## src/rtl/dbg_ctl_pkg.sv

```systemverilog
package dbg_ctl_pkg;
  localparam logic [7:0] ADDR_CTRL = 8'h00;
  localparam logic [7:0] ADDR_XFER = 8'h04;

  // Control word read layout
  localparam int unsigned RB_RST  = 0;
  localparam int unsigned RB_HALT = 1;
  localparam int unsigned RB_BUSY = 2;
  localparam int unsigned RB_BRK  = 3;
  localparam int unsigned RB_STEP = 4;

  // Control word write layout
  localparam int unsigned WB_STEP     = 4;
  localparam int unsigned WB_SET_RST  = 16;
  localparam int unsigned WB_SET_HALT = 17;
  localparam int unsigned WB_CLR_RST  = 24;
  localparam int unsigned WB_CLR_HALT = 25;

  typedef struct packed {
    logic rst;
    logic halt;
    logic brk;
    logic step;
  } dbg_flags_t;
endpackage

```

## src/rtl/dbg_flags.sv

```systemverilog
module dbg_flags
  import dbg_ctl_pkg::*;
#(
  parameter int unsigned DATA_W = 32
) (
  input  logic              clk,
  input  logic              rst_n,
  input  logic              wr_en,
  input  logic [DATA_W-1:0] wdata,
  input  logic              bkpt,
  input  logic              issue,
  output dbg_flags_t        flags
);
  dbg_flags_t nxt;

  always_comb begin
    nxt = flags;
    // events from the core
    if (bkpt) begin
      nxt.halt = 1'b1;
      nxt.brk  = 1'b1;
    end
    if (flags.step && !flags.halt && issue) nxt.halt = 1'b1;
    // software write: set first, clear last so clear has priority
    if (wr_en) begin
      nxt.step = wdata[WB_STEP];
      if (wdata[WB_SET_RST])  nxt.rst  = 1'b1;
      if (wdata[WB_SET_HALT]) nxt.halt = 1'b1;
      if (wdata[WB_CLR_RST])  nxt.rst  = 1'b0;
      if (wdata[WB_CLR_HALT]) begin
        nxt.halt = 1'b0;
        nxt.brk  = 1'b0;
      end
    end
  end

  always_ff @(posedge clk or negedge rst_n) begin
    if (!rst_n) flags <= '0;
    else        flags <= nxt;
  end
endmodule

```

## src/rtl/dbg_inject.sv

```systemverilog
module dbg_inject #(
  parameter int unsigned DATA_W = 32
) (
  input  logic              clk,
  input  logic              rst_n,
  input  logic              load,
  input  logic [DATA_W-1:0] ldata,
  input  logic              inj_ready,
  output logic              inj_valid,
  output logic [DATA_W-1:0] inj_instr
);
  always_ff @(posedge clk or negedge rst_n) begin
    if (!rst_n) begin
      inj_valid <= 1'b0;
      inj_instr <= '0;
    end else if (load) begin
      inj_valid <= 1'b1;
      inj_instr <= ldata;
    end else if (inj_valid && inj_ready) begin
      inj_valid <= 1'b0;
    end
  end
endmodule

```

## src/rtl/dbg_readback.sv

```systemverilog
module dbg_readback
  import dbg_ctl_pkg::*;
#(
  parameter int unsigned DATA_W = 32,
  parameter int unsigned ADDR_W = 8
) (
  input  logic              clk,
  input  logic              rst_n,
  input  logic              rf_we,
  input  logic [DATA_W-1:0] rf_wdata,
  input  logic              rd_en,
  input  logic [ADDR_W-1:0] rd_addr,
  input  logic [DATA_W-1:0] ctrl_word,
  output logic              rsp_valid,
  output logic [DATA_W-1:0] rsp_data
);
  logic [DATA_W-1:0] rf_last;
  logic [DATA_W-1:0] sel;

  always_comb begin
    sel = '0;
    if (rd_addr == ADDR_W'(ADDR_CTRL))      sel = ctrl_word;
    else if (rd_addr == ADDR_W'(ADDR_XFER)) sel = rf_last;
  end

  always_ff @(posedge clk or negedge rst_n) begin
    if (!rst_n) begin
      rf_last   <= '0;
      rsp_valid <= 1'b0;
      rsp_data  <= '0;
    end else begin
      if (rf_we) rf_last <= rf_wdata;
      rsp_valid <= rd_en;
      if (rd_en) rsp_data <= sel;
    end
  end
endmodule

```

## src/rtl/dbg_ctl_port.sv

```systemverilog
module dbg_ctl_port
  import dbg_ctl_pkg::*;
#(
  parameter int unsigned DATA_W = 32,
  parameter int unsigned ADDR_W = 8
) (
  input  logic              clk,
  input  logic              dbg_rst_n,
  input  logic              cmd_valid,
  output logic              cmd_ready,
  input  logic              cmd_write,
  input  logic [ADDR_W-1:0] cmd_addr,
  input  logic [DATA_W-1:0] cmd_wdata,
  output logic              rsp_valid,
  output logic [DATA_W-1:0] rsp_data,
  input  logic              core_busy,
  input  logic              core_bkpt,
  input  logic              core_issue,
  input  logic              core_rf_we,
  input  logic [DATA_W-1:0] core_rf_wdata,
  output logic              core_halt,
  output logic              core_rst_req,
  output logic              inj_valid,
  output logic [DATA_W-1:0] inj_instr,
  input  logic              inj_ready
);
  logic              fire;
  logic              ctrl_wr;
  logic              xfer_wr;
  logic              rd_en;
  logic [DATA_W-1:0] ctrl_word;
  dbg_flags_t        flags;
  logic              step_flag;

  assign cmd_ready = !inj_valid;
  assign fire      = cmd_valid && cmd_ready;
  assign ctrl_wr   = fire && cmd_write && (cmd_addr == ADDR_W'(ADDR_CTRL));
  assign xfer_wr   = fire && cmd_write && (cmd_addr == ADDR_W'(ADDR_XFER));
  assign rd_en     = fire && !cmd_write;

  always_comb begin
    ctrl_word          = '0;
    ctrl_word[RB_RST]  = flags.rst;
    ctrl_word[RB_HALT] = flags.halt;
    ctrl_word[RB_BUSY] = core_busy;
    ctrl_word[RB_BRK]  = flags.brk;
    ctrl_word[RB_STEP] = flags.step;
  end

  assign core_halt    = flags.halt;
  assign core_rst_req = flags.rst;
  assign step_flag    = flags.step;

  dbg_flags #(.DATA_W(DATA_W)) u_flags (
    .clk   (clk),
    .rst_n (dbg_rst_n),
    .wr_en (ctrl_wr),
    .wdata (cmd_wdata),
    .bkpt  (core_bkpt),
    .issue (core_issue),
    .flags (flags)
  );

  dbg_inject #(.DATA_W(DATA_W)) u_inject (
    .clk       (clk),
    .rst_n     (dbg_rst_n),
    .load      (xfer_wr),
    .ldata     (cmd_wdata),
    .inj_ready (inj_ready),
    .inj_valid (inj_valid),
    .inj_instr (inj_instr)
  );

  dbg_readback #(.DATA_W(DATA_W), .ADDR_W(ADDR_W)) u_readback (
    .clk       (clk),
    .rst_n     (dbg_rst_n),
    .rf_we     (core_rf_we),
    .rf_wdata  (core_rf_wdata),
    .rd_en     (rd_en),
    .rd_addr   (cmd_addr),
    .ctrl_word (ctrl_word),
    .rsp_valid (rsp_valid),
    .rsp_data  (rsp_data)
  );
endmodule

```

## config.mk

```make
export PLATFORM = sky130hd
export DESIGN_NAME = dbg_ctl_port
export DESIGN_NICKNAME = d
export VERILOG_FILES = /design/src/rtl/dbg_ctl_pkg.sv /design/src/rtl/dbg_flags.sv /design/src/rtl/dbg_inject.sv /design/src/rtl/dbg_readback.sv /design/src/rtl/dbg_ctl_port.sv
export SDC_FILE = /design/constraint.sdc
export NUM_CORES = 1
export LEC_CHECK = 0
export CAP_MARGIN = 10
export CORE_MARGIN = 1.5
export CORE_UTILIZATION = 30
export CTS_BUF_LIST = sky130_fd_sc_hd__clkbuf_16
export DETAILED_ROUTE_END_ITERATION = 12
export PLACE_DENSITY_LB_ADDON = 0.15
export SLEW_MARGIN = 20
export SYNTH_ARGS = -nofsm -noshare
export SYNTH_HDL_FRONTEND = slang
export SYNTH_SLANG_ARGS = --single-unit
export TNS_END_PERCENT = 30
```

## constraint.sdc

```tcl
create_clock -name clk -period 4.07 [get_ports clk]
set_input_delay 0.6105 -clock clk [delete_from_list [all_inputs] [get_ports clk]]
set_output_delay 0.6105 -clock clk [all_outputs]
set_load 0.01 [all_outputs]
```

======== After elaboration in Yosys (flattened, before gate mapping) ========
Index checks and enable logic that the tools add are counted.
word-level totals
  bits in registers ....................... 102
  output and inout bits ................... 69
cells by class
  equal/unequal tests ..................... 1
  muxes and demuxes ....................... 11
  reduce and logical (&&, ||, !) cells .... 15
operators with widths
  operator              count
  $mux W32              2
  $eq A8 B3 Y1 const B  1
  $logic_and A1 B1 Y1   8
  $logic_not A8 Y1      1
  $mux W1               6
  $mux W2               2
  $reduce_bool A2 Y1    2
  $logic_not A1 Y1      3
  $mux W3               1
  $reduce_and A2 Y1     1

======== Longest topological paths before layout ========
Gate-level depths: netlist (run 1).
  depth in word-level cells ............... 7
  depth in mapped cells ................... 5
  mapped depth without buffers ............ 4

======== Hierarchy ========
From an unflattened synthesis (run 1), not the netlist that was laid out.
unflattened totals
  cell total of the unflattened synthesis .. 307
  area, all modules ....................... 4644.5 um2
modules (own cells, without submodules)
  module        times used  cells an instance  area an instance (um2)
  dbg_readback  1           215                3057.9
  dbg_inject    1           71                 1377.6
  dbg_flags     1           12                 148.9
  dbg_ctl_port  1           9                  60.1

======== Worst setup path before layout (run 1) ========
OpenSTA, ideal clock, no wires.
  kind .................................... input to register
  start point ............................. input cmd_addr[1]
  end point ............................... register u_inject.inj_instr[28]
  data arrival time ....................... 1.656 ns
  slack ................................... 2.289 ns
  cell stages on the path ................. 4
  path through ............................ nor4_4 -> nand3_4 -> buf_6 -> mux2_4
on the way
  word-level cells in the longest chain between the ends .. 2
ends and longest elaborated chain
  what                  RTL line            text
  start, declared       dbg_ctl_port.sv:12  input logic [ADDR_W-1:0] cmd_addr,
  $eq A8 B3 Y1          dbg_ctl_port.sv:38  assign xfer_wr = fire && cmd_write && (cmd_addr == ADDR_W'(ADDR_XFER));
  $logic_and A1 B1 Y1   dbg_ctl_port.sv:38
  end signal, assigned  dbg_inject.sv:18    inj_instr <= ldata;
  end, declared         dbg_inject.sv:10    output logic [DATA_W-1:0] inj_instr
Every way passes these cells.
A chain may end at the register's enable or synchronous reset.

======== Final worst setup path (run 1) ========
  start point ............................. input cmd_addr[1]
  end point ............................... register u_readback.rsp_data[14]
on the way
  word-level cells in the longest chain between the ends .. 3
  elaborated cells between the ends (all ways) .. 4
ends and longest elaborated chain
  what                  RTL line            text
  $eq A8 B3 Y1          dbg_readback.sv:23  else if (rd_addr == ADDR_W'(ADDR_XFER)) sel = rf_last;
  $mux W32              dbg_readback.sv:23
  $mux W32 (*)          dbg_readback.sv:22  if (rd_addr == ADDR_W'(ADDR_CTRL)) sel = ctrl_word;
  end signal, assigned  dbg_readback.sv:34  if (rd_en) rsp_data <= sel;
  end, declared         dbg_readback.sv:15  output logic [DATA_W-1:0] rsp_data
Every way passes the cells marked *; elsewhere a longest branch is shown, timed or not.

==> impl_summary.log, run 1 <==
[metrics] dominant synthesized flop cell: dfrtp_1
[metrics] Core Region: 12800 µm²
[metrics] clock latency on the worst-skew pair: 0.35 ns
[metrics] deepest level of the CTS H-tree: 3
[metrics] count of clock tree sinks: 102
[metrics] setup bufs post-CTS: 0
[metrics] post-route worst hold slack: 0.387 ns
[metrics] cell type group with the largest total delay on the critical path: simple AND/OR/NAND/NOR gates
[metrics] Crit path depth: 4
[metrics] # DRC: 0
[metrics] unrepaired setup endpoints after global routing: false
[metrics] width of the chip: 118 µm
[metrics] actual transition at the worst max-transition pin: 0.946 ns
[metrics] arrival time at the worst endpoint: 2.79 ns
[metrics] Static Leakage: 2.55 nW
[metrics] post-synth net total: 380
[metrics] wire length of the first global-routing pass: 15.5 mm
[metrics] post_cts resized: 0
[metrics] upper clock frequency limit: 393 MHz
[metrics] violation count after the first detailed-route iteration: 133
[metrics] initial standard-cell utilization of the core: 31.2%
[metrics] Core Rows: 41
[metrics] CTS root buf: clkbuf_16
[metrics] NumNets Final: 526
[metrics] kind of launch point of the worst setup path: primary input
[metrics] ordered list of cells on the worst path: clkdlybuf4s50_1 > nor4_4 > nand3_1 > o21ai_0
[metrics] GRT Util Overall: 14.4%
[metrics] Slowest cell on crit path: nand3_1
[metrics] number of nets still failing antenna checks after routing: 0
[metrics] number of storage elements in the synthesis netlist: 102
[metrics] Buffers on Ports: 149
[metrics] Final Skew: 0.00535 ns
[metrics] pwr dens: 378 nW/µm²
[metrics] Slew Limit Fails: 0
[metrics] number of antenna repair diodes: 0
[metrics] Final Hold Violating Endpoints: 0
[metrics] TritonCTS clock tree: built
[metrics] worst slack at placement: 1.04 ns
[metrics] post-route worst setup slack: 1.53 ns
[metrics] synthesized instance count: 299
[metrics] maximum net fanout on the critical path: 27
[metrics] quantity of hold-fixing buffers added after cts: 0
[metrics] cell count after placement: 606
[metrics] outcome: finished, final reports clean
[metrics] number of global-route vias before repair: 2941
[metrics] Area growth, synth to finish: 49.4%
[metrics] vias after detailed routing: 2785
[metrics] max_slew headroom: 36.7%
[metrics] syn avg cell area: 13.3 µm²
[metrics] HPWL after detailed placement: 6.57 mm
[metrics] max-cap viol count: 0
[metrics] # IOs: 150
[metrics] maximum number of buffers from clock root to sink: 2
[metrics] share of final-layout standard cells stronger than drive strength 1: 19.6%
[metrics] count of cells along the worst register-to-register path: 4
[metrics] pin count of the biggest net entering global routing: 73
[metrics] Finish-stage setup viols: 0
[metrics] critical path type: in2reg
[metrics] shortest clock period the worst path allows after layout: 2.54 ns
[metrics] vertical die dimension: 118 µm
[metrics] final weighted congestion in routability-driven placement: 0.717
[metrics] commonest cells after routing, fill and taps aside: clkdlybuf4s50_1, dfrtp_1, mux2_2
[metrics] first drt pass iteration count: 4
[metrics] number of antenna violations at the first check in global routing: 0
[metrics] CP endpoint kind: flip-flop
[metrics] sequential cell area fraction in the yosys report: 64.0%
[metrics] Async SR Flop Fraction: 100%
[metrics] clock slew at the register clock pins of the worst setup and hold paths: 0.07 ns
[metrics] count of synthesis-stage warnings from yosys: 0
[metrics] Wirelength per Cell: 15.5 µm
[metrics] Max VDD drop: 291 µV
[metrics] number of flops mapped to enable cells by yosys: 0
[metrics] critical register-to-register path endpoint: u_readback.rsp_data[19]
[metrics] number of CTS-inserted buffers: 9
[metrics] beginning of the worst register-to-register path: u_inject.inj_valid
[metrics] detailed-route vias per instance: 4.48
[metrics] worst path required time: 4.32 ns
[metrics] class of the tightest hold or removal check: in2async
[metrics] post-route insts no fill: 622
[metrics] final worst path period share: 62.5%
[metrics] CP peak stage delay: 0.80 ns
[metrics] overall overflow remaining after global route: 0
[metrics] setup TNS: 0 ns
[metrics] number of unique standard cell types used by synthesis: 28
[metrics] setup slack, reg-to-reg: 1.89 ns
[metrics] most common cell after layout, fill and taps aside: clkdlybuf4s50_1
[metrics] summed instance area of the synthesized netlist: 3990 µm²
[metrics] total wire length after detailed routing: 9.66 mm
[metrics] floorplan die area: 14000 µm²
[metrics] CP Buf/Inv Count: 1
-- layer usage --
| layer | share of wire (%) | global-route usage, % | wire length [µm] | vias up |
|---|---|---|---|---|
| met5 | 0 | 0 | 0 | - |
| met4 | 1.9 | 5.18 | 181 | 0 |
| met3 | 5.9 | 5.55 | 566 | 14 |
| met2 | 50 | 24.2 | 4830 | 74 |
| met1 | 42 | 16.7 | 4090 | 1375 |
| li1 | - | - | - | 1322 |
-- cells by family after synthesis --
kind of cell,after synthesis,share of synthesized area (%)
flops,102,64.0
simple gates,71,8.35
compound gates,38,5.40
mux,70,19.8
buf+inv,18,2.42
-- Yosys cell counts, types with 2 or more instances --
cell type | instances | area (µm²)
dfrtp_1 | 102 | 2550
mux2_2 | 63 | 709
nand2_1 | 60 | 225
o21ai_0 | 28 | 140
clkbuf_1 | 5 | 18.8
mux2i_1 | 5 | 50.1
o31ai_1 | 5 | 37.5
buf_1 | 3 | 11.3
buf_2 | 3 | 15.0
buf_6 | 3 | 33.8
a31oi_1 | 2 | 12.5
clkbuf_2 | 2 | 10.0
mux2_4 | 2 | 30.0
nand3_1 | 2 | 10.0
-- metrics by stage --
step	utilization (%)	total power [mW]	cell area, µm²
floorplan	-	1.17	3990
global placement	44.0	1.30	5620
detailed placement	44.0	1.30	5620
CTS	46.6	2.29	5950
global route	46.6	2.35	5950
finish	46.6	2.25	5950
-- cell type report --
class                   count  area, µm²
fillers                  1159       6820
flip-flops and latches    102       2550
repair buffers            151       1500
multi-input cells         179       1340
clock buffers               9        225
well taps                 172        215
clock inverters             7        113
inverters                   2       7.51
-- power by group --
group	total [mW]	leakage (nW)	switching, mW	internal, mW
Combinational	0.204	1.06	0.0777	0.127
Sequential	1.08	1.34	0.0212	1.06
Clock	0.972	0.157	0.376	0.597
-- how the worst max path moves through the flow --
stage                startpoint                 endpoint  slack [ns]
floorplan           cmd_addr[1]   u_inject.inj_instr[28]        2.29
global placement    cmd_addr[1]  u_readback.rsp_data[18]        1.21
detailed placement  cmd_addr[1]  u_readback.rsp_data[15]        1.04
CTS                 cmd_addr[1]  u_readback.rsp_data[14]        1.43
global route        cmd_addr[1]  u_readback.rsp_data[22]        1.21
finish              cmd_addr[1]  u_readback.rsp_data[14]        1.53
-- state kept, by name (all words and copies together) (netlist names) --
register	flops
u_flags.flags	4
u_readback.rf_last	32
u_inject.inj_valid	1
u_inject.inj_instr	32
u_readback.rsp_data	32
u_readback.rsp_valid	1
Note: power is estimated with default switching activity, not from simulation.
==> inputs of run 2 (changes only) <==
- clock period: 4.07 -> 2.7 ns (I/O delays scaled with it)
==> impl_summary.log, run 2 (synthesized netlist as in run 1, its figures left out) <==
[metrics] outcome: finished, final reports clean
[metrics] total wire length after detailed routing: 9.85 mm
[metrics] cell type group with the largest total delay on the critical path: simple AND/OR/NAND/NOR gates
[metrics] maximum net fanout on the critical path: 33
[metrics] setup bufs post-CTS: 0
[metrics] count of clock tree sinks: 102
[metrics] upper clock frequency limit: 524 MHz
[metrics] CP endpoint kind: flip-flop
[metrics] NumNets Final: 533
[metrics] Core Rows: 41
[metrics] pin count of the biggest net entering global routing: 49
[metrics] deepest level of the CTS H-tree: 3
[metrics] instance area at placement: 5680 µm²
[metrics] quantity of hold-fixing buffers added after cts: 0
[metrics] number of antenna violations at the first check in global routing: 0
[metrics] Slew Limit Fails: 0
[metrics] post-route standard cell area excluding fillers: 5970 µm²
[metrics] width of the chip: 118 µm
[metrics] critical register-to-register path endpoint: u_readback.rsp_data[15]
[metrics] wire length of the first global-routing pass: 15.7 mm
[metrics] Crit path depth: 4
[metrics] CP peak stage delay: 0.45 ns
[metrics] unrepaired setup endpoints after global routing: false
[metrics] worst path required time: 2.92 ns
[metrics] Finish-stage setup viols: 0
[metrics] Final Skew: 0.00614 ns
[metrics] TritonCTS clock tree: built
[metrics] number of CTS-inserted buffers: 9
[metrics] final worst path period share: 70.6%
[metrics] clock slew at the register clock pins of the worst setup and hold paths: 0.07 ns
[metrics] # DRC: 0
[metrics] pwr dens: 537 nW/µm²
[metrics] Max VDD drop: 247 µV
[metrics] vias after detailed routing: 2834
[metrics] floorplan die area: 14000 µm²
[metrics] share of final-layout standard cells stronger than drive strength 1: 20.8%
[metrics] # IOs: 150
[metrics] vertical die dimension: 118 µm
[metrics] clock latency on the worst-skew pair: 0.33 ns
[metrics] number of nets still failing antenna checks after routing: 0
[metrics] HPWL after detailed placement: 6.82 mm
[metrics] Core Region: 12800 µm²
[metrics] kind of launch point of the worst setup path: primary input
[metrics] Slowest cell on crit path: clkdlybuf4s50_1
[metrics] first drt pass iteration count: 4
[metrics] actual transition at the worst max-transition pin: 0.660 ns
[metrics] overall overflow remaining after global route: 0
[metrics] count of cells along the worst register-to-register path: 4
[metrics] arrival time at the worst endpoint: 2.12 ns
[metrics] class of the tightest hold or removal check: in2async
[metrics] violation count after the first detailed-route iteration: 131
[metrics] CTS root buf: clkbuf_16
[metrics] post_cts resized: 0
[metrics] largest registers in the final layout: u_inject.inj_instr x32, u_readback.rf_last x32, u_readback.rsp_data x32
[metrics] ordered list of cells on the worst path: clkdlybuf4s50_1 > nor4_4 > nand3_4 > mux2_4
[metrics] CP Buf/Inv Count: 1
[metrics] beginning of the worst register-to-register path: u_inject.inj_valid
[metrics] shortest clock period the worst path allows after layout: 1.91 ns
[metrics] number of global-route vias before repair: 2949
[metrics] Area growth, synth to finish: 49.8%
[metrics] critical path type: in2reg
[metrics] Filler Cell Count: 1166
[metrics] initial standard-cell utilization of the core: 31.2%
[metrics] Final Hold Violating Endpoints: 0
[metrics] maximum number of buffers from clock root to sink: 2
[metrics] GRT Util Overall: 14.3%
[metrics] commonest cells after routing, fill and taps aside: clkdlybuf4s50_1, dfrtp_1, mux2_2
[metrics] max_slew headroom: 56.0%
[metrics] max-cap viol count: 0
[metrics] Buffers on Ports: 149
[metrics] final weighted congestion in routability-driven placement: 0.701
[metrics] most common cell after layout, fill and taps aside: clkdlybuf4s50_1
[metrics] detailed-route vias per instance: 4.51
[metrics] setup slack, reg-to-reg: 0.98 ns
[metrics] number of antenna repair diodes: 0
[metrics] setup TNS: 0 ns
[metrics] Wirelength per Cell: 15.7 µm
[metrics] Static Leakage: 2.57 nW
[metrics] launch point of the worst path: cmd_addr[1]
-- run 2: cell types whose count changed in the layout (fill, tap and decap cells not counted) --
cell,before,now
buf_4,3,9
clkinv_4,0,1
clkinv_1,2,1
bufinv_16,3,1
clkinv_2,0,1
inv_1,1,2
buf_12,0,1
-- run 2: cell type report --
cell class	count	area, µm²	area share (%)
flip-flops and latches	102	2550	42.7
inverters	2	7.51	0.126
repair buffers	158	1570	26.3
clock buffers	9	225	3.77
multi-input cells	179	1340	22.4
well taps	172	215	3.60
clock inverters	7	66.3	1.11
-- run 2: power breakdown --
part	internal, mW	switching (mW)	total, mW
registers	1.59	0.0315	1.62
logic	0.198	0.123	0.320
clock network	0.712	0.556	1.27
total	2.50	0.710	3.21
-- run 2: worst max-delay path by stage --
stage,endpoint,slack (ns)
2_1_floorplan,u_inject.inj_instr[28],1.12
3_3_place_gp,u_inject.inj_instr[30],0.47
3_5_place_dp,u_inject.inj_instr[28],0.43
4_1_cts,u_inject.inj_instr[28],0.78
5_1_grt,u_readback.rsp_data[5],0.70
6_report,u_inject.inj_instr[28],0.79
-- run 2: metrics by stage --
step                      instances  worst slack [ns]  power [mW]  utilization (%)  hold WS [ns]
after CTS                       629             0.781        3.26             46.8         0.111
after global routing            629             0.698        3.36             46.8         0.137
after floorplan                 299              1.12        1.76                -         0.109
after detailed placement        613             0.429        1.98             44.5         0.470
final                           629             0.793        3.21             46.8        0.0877
after global placement          613             0.469        1.97             44.5         0.459
-- run 2: layer usage --
| layer | vias up | share of wire (%) | global-route usage (%) |
|---|---|---|---|
| met4 | 0 | 1.7 | 6.02 |
| met2 | 79 | 50 | 23.7 |
| met5 | - | 0 | 0 |
| met3 | 12 | 4.3 | 2.75 |
| li1 | 1338 | - | - |
| met1 | 1405 | 44 | 18.4 |
==> inputs of run 3 (changes only) <==
- clock period: 2.7 -> 1.8 ns (I/O delays scaled with it)
==> impl_summary.log, run 3 (synthesized netlist as in run 1, its figures left out) <==
[metrics] detailed-route vias per instance: 4.45
[metrics] pwr dens: 789 nW/µm²
[metrics] overall overflow remaining after global route: 0
[metrics] # IOs: 150
[metrics] sequential cell area: 2550 µm²
[metrics] post-route worst setup slack: 0.151 ns
[metrics] Core Region: 12800 µm²
[metrics] width of the chip: 118 µm
[metrics] Core Rows: 41
[metrics] vertical die dimension: 118 µm
[metrics] Slew Limit Fails: 0
[metrics] NumNets Final: 541
[metrics] actual transition at the worst max-transition pin: 0.366 ns
[metrics] CP endpoint kind: output port
[metrics] Finish-stage setup viols: 0
[metrics] clock slew at the register clock pins of the worst setup and hold paths: 0.06 ns
[metrics] count of clock tree sinks: 102
[metrics] Static Leakage: 2.64 nW
[metrics] maximum number of buffers from clock root to sink: 2
[metrics] Final Skew: 0.00418 ns
[metrics] area used by multi-input combinational logic: 1340 µm²
[metrics] wire length of the first global-routing pass: 15.5 mm
[metrics] Area growth, synth to finish: 52.4%
[metrics] number of nets still failing antenna checks after routing: 0
[metrics] max-cap viol count: 0
[metrics] worst path required time: 1.53 ns
[metrics] number of antenna violations at the first check in global routing: 0
[metrics] # DRC: 0
[metrics] Final Hold Violating Endpoints: 0
[metrics] post-route insts no fill: 637
[metrics] TritonCTS clock tree: built
[metrics] outcome: finished, final reports clean
[metrics] largest registers in the final layout: u_inject.inj_instr x32, u_readback.rf_last x32, u_readback.rsp_data x32
[metrics] number of CTS-inserted buffers: 9
[metrics] Wirelength per Cell: 15.0 µm
[metrics] initial standard-cell utilization of the core: 31.2%
[metrics] kind of launch point of the worst setup path: flip-flop
[metrics] CTS root buf: clkbuf_16
[metrics] post_cts resized: 0
[metrics] violation count after the first detailed-route iteration: 140
[metrics] most common cell after layout, fill and taps aside: clkdlybuf4s50_1
[metrics] HPWL after detailed placement: 6.78 mm
[metrics] vias after detailed routing: 2836
[metrics] number of antenna repair diodes: 0
[metrics] cell count after placement: 620
[metrics] total wire length after detailed routing: 9.58 mm
[metrics] upper clock frequency limit: 607 MHz
[metrics] critical path type: reg2out
[metrics] max_slew headroom: 75.5%
[metrics] first drt pass iteration count: 4
[metrics] final worst path period share: 91.6%
[metrics] floorplan die area: 14000 µm²
[metrics] pin count of the biggest net entering global routing: 58
[metrics] setup bufs post-CTS: 0
[metrics] Max VDD drop: 504 µV
[metrics] deepest level of the CTS H-tree: 3
[metrics] GRT Util Overall: 14.3%
[metrics] worst slack at placement: -0.116 ns
[metrics] shortest clock period the worst path allows after layout: 1.65 ns
[metrics] Filler Cell Count: 1180
[metrics] Buffers on Ports: 149
[metrics] class of the tightest hold or removal check: in2async
[metrics] unrepaired setup endpoints after global routing: false
[metrics] number of global-route vias before repair: 2988
[metrics] maximum net fanout on the critical path: 5
[metrics] share of final-layout standard cells stronger than drive strength 1: 21.7%
[metrics] commonest cells after routing, fill and taps aside: clkdlybuf4s50_1, dfrtp_1, mux2_2
[metrics] clock latency on the worst-skew pair: 0.34 ns
[metrics] arrival time at the worst endpoint: 1.38 ns
[metrics] final weighted congestion in routability-driven placement: 0.704
==> run 3: changes by cell type in the layout (fill, tap and decap cells not counted), sizes merged <==
cell,previous run,this run
buf,10,17
clkinv,3,5
clkinvlp,2,0
dlygate4sd3,0,1
==> run 3: area by class of cell <==
type,count,area share [%]
clock buffers,9,3.71
clock inverters,7,0.927
inverters,2,0.124
multi-input cells,179,22.0
flip-flops and latches,102,42.0
well taps,172,3.54
repair buffers,166,27.7
==> run 3: path summary, 6_finish.rpt <==
check,from,end,slack [ns],depth (start not counted)
min,dbg_rst_n,u_readback.rsp_data[14],0.32,2
max,u_inject.inj_valid,cmd_ready,0.15,2
max in group asynchronous,dbg_rst_n,u_inject.inj_instr[17],0.92,3
max reg2reg,u_inject.inj_valid,u_readback.rsp_data[7],0.28,5
min reg2reg,u_readback.rsp_data[30],u_readback.rsp_data[30],0.48,2
min in group clk,u_readback.rsp_data[30],u_readback.rsp_data[30],0.48,2
==> run 3: per-layer routing <==
metal / GRT usage [%] / wire length [µm] / vias up
li1: - / - / 1353
met1: 17.6 / 4190 / 1395
met2: 23.3 / 4690 / 79
met3: 5.31 / 539 / 9
met4: 4.73 / 163 / 0
met5: 0 / 0 / -
==> run 3: report_power, final <==
| group | internal [mW] | switching, mW | total [mW] |
|---|---|---|---|
| sequential | 2.39 | 0.0483 | 2.44 |
| combinational | 0.315 | 0.184 | 0.499 |
| clock | 1.06 | 0.805 | 1.86 |
==> run 3: repair_timing <==
| item | CTS | global route |
|---|---|---|
| hold buffers | 1 | 0 |
| endpoints found under the setup margin | 0 | 0 |
| endpoints found under the hold margin | 11 | 0 |
==> run 3: critical path: stages, from the launching register on <==
cell and delay [ns]:
dfrtp_1 0.42, inv_1 0.08, clkdlybuf4s50_1 0.53
==> run 3: metrics by stage <==
step	hold slack, ns	power, mW	cell area [µm²]	utilization [%]	TNS (ns)
after CTS	0.305	4.89	6080	47.6	0
after global routing	0.330	5.02	6080	47.6	0
final	0.318	4.80	6080	47.6	0
after floorplan	-0.0256	2.64	3990	-	0
after detailed placement	0.134	2.98	5780	45.3	-4.03
after global placement	0.132	2.98	5780	45.3	-3.08
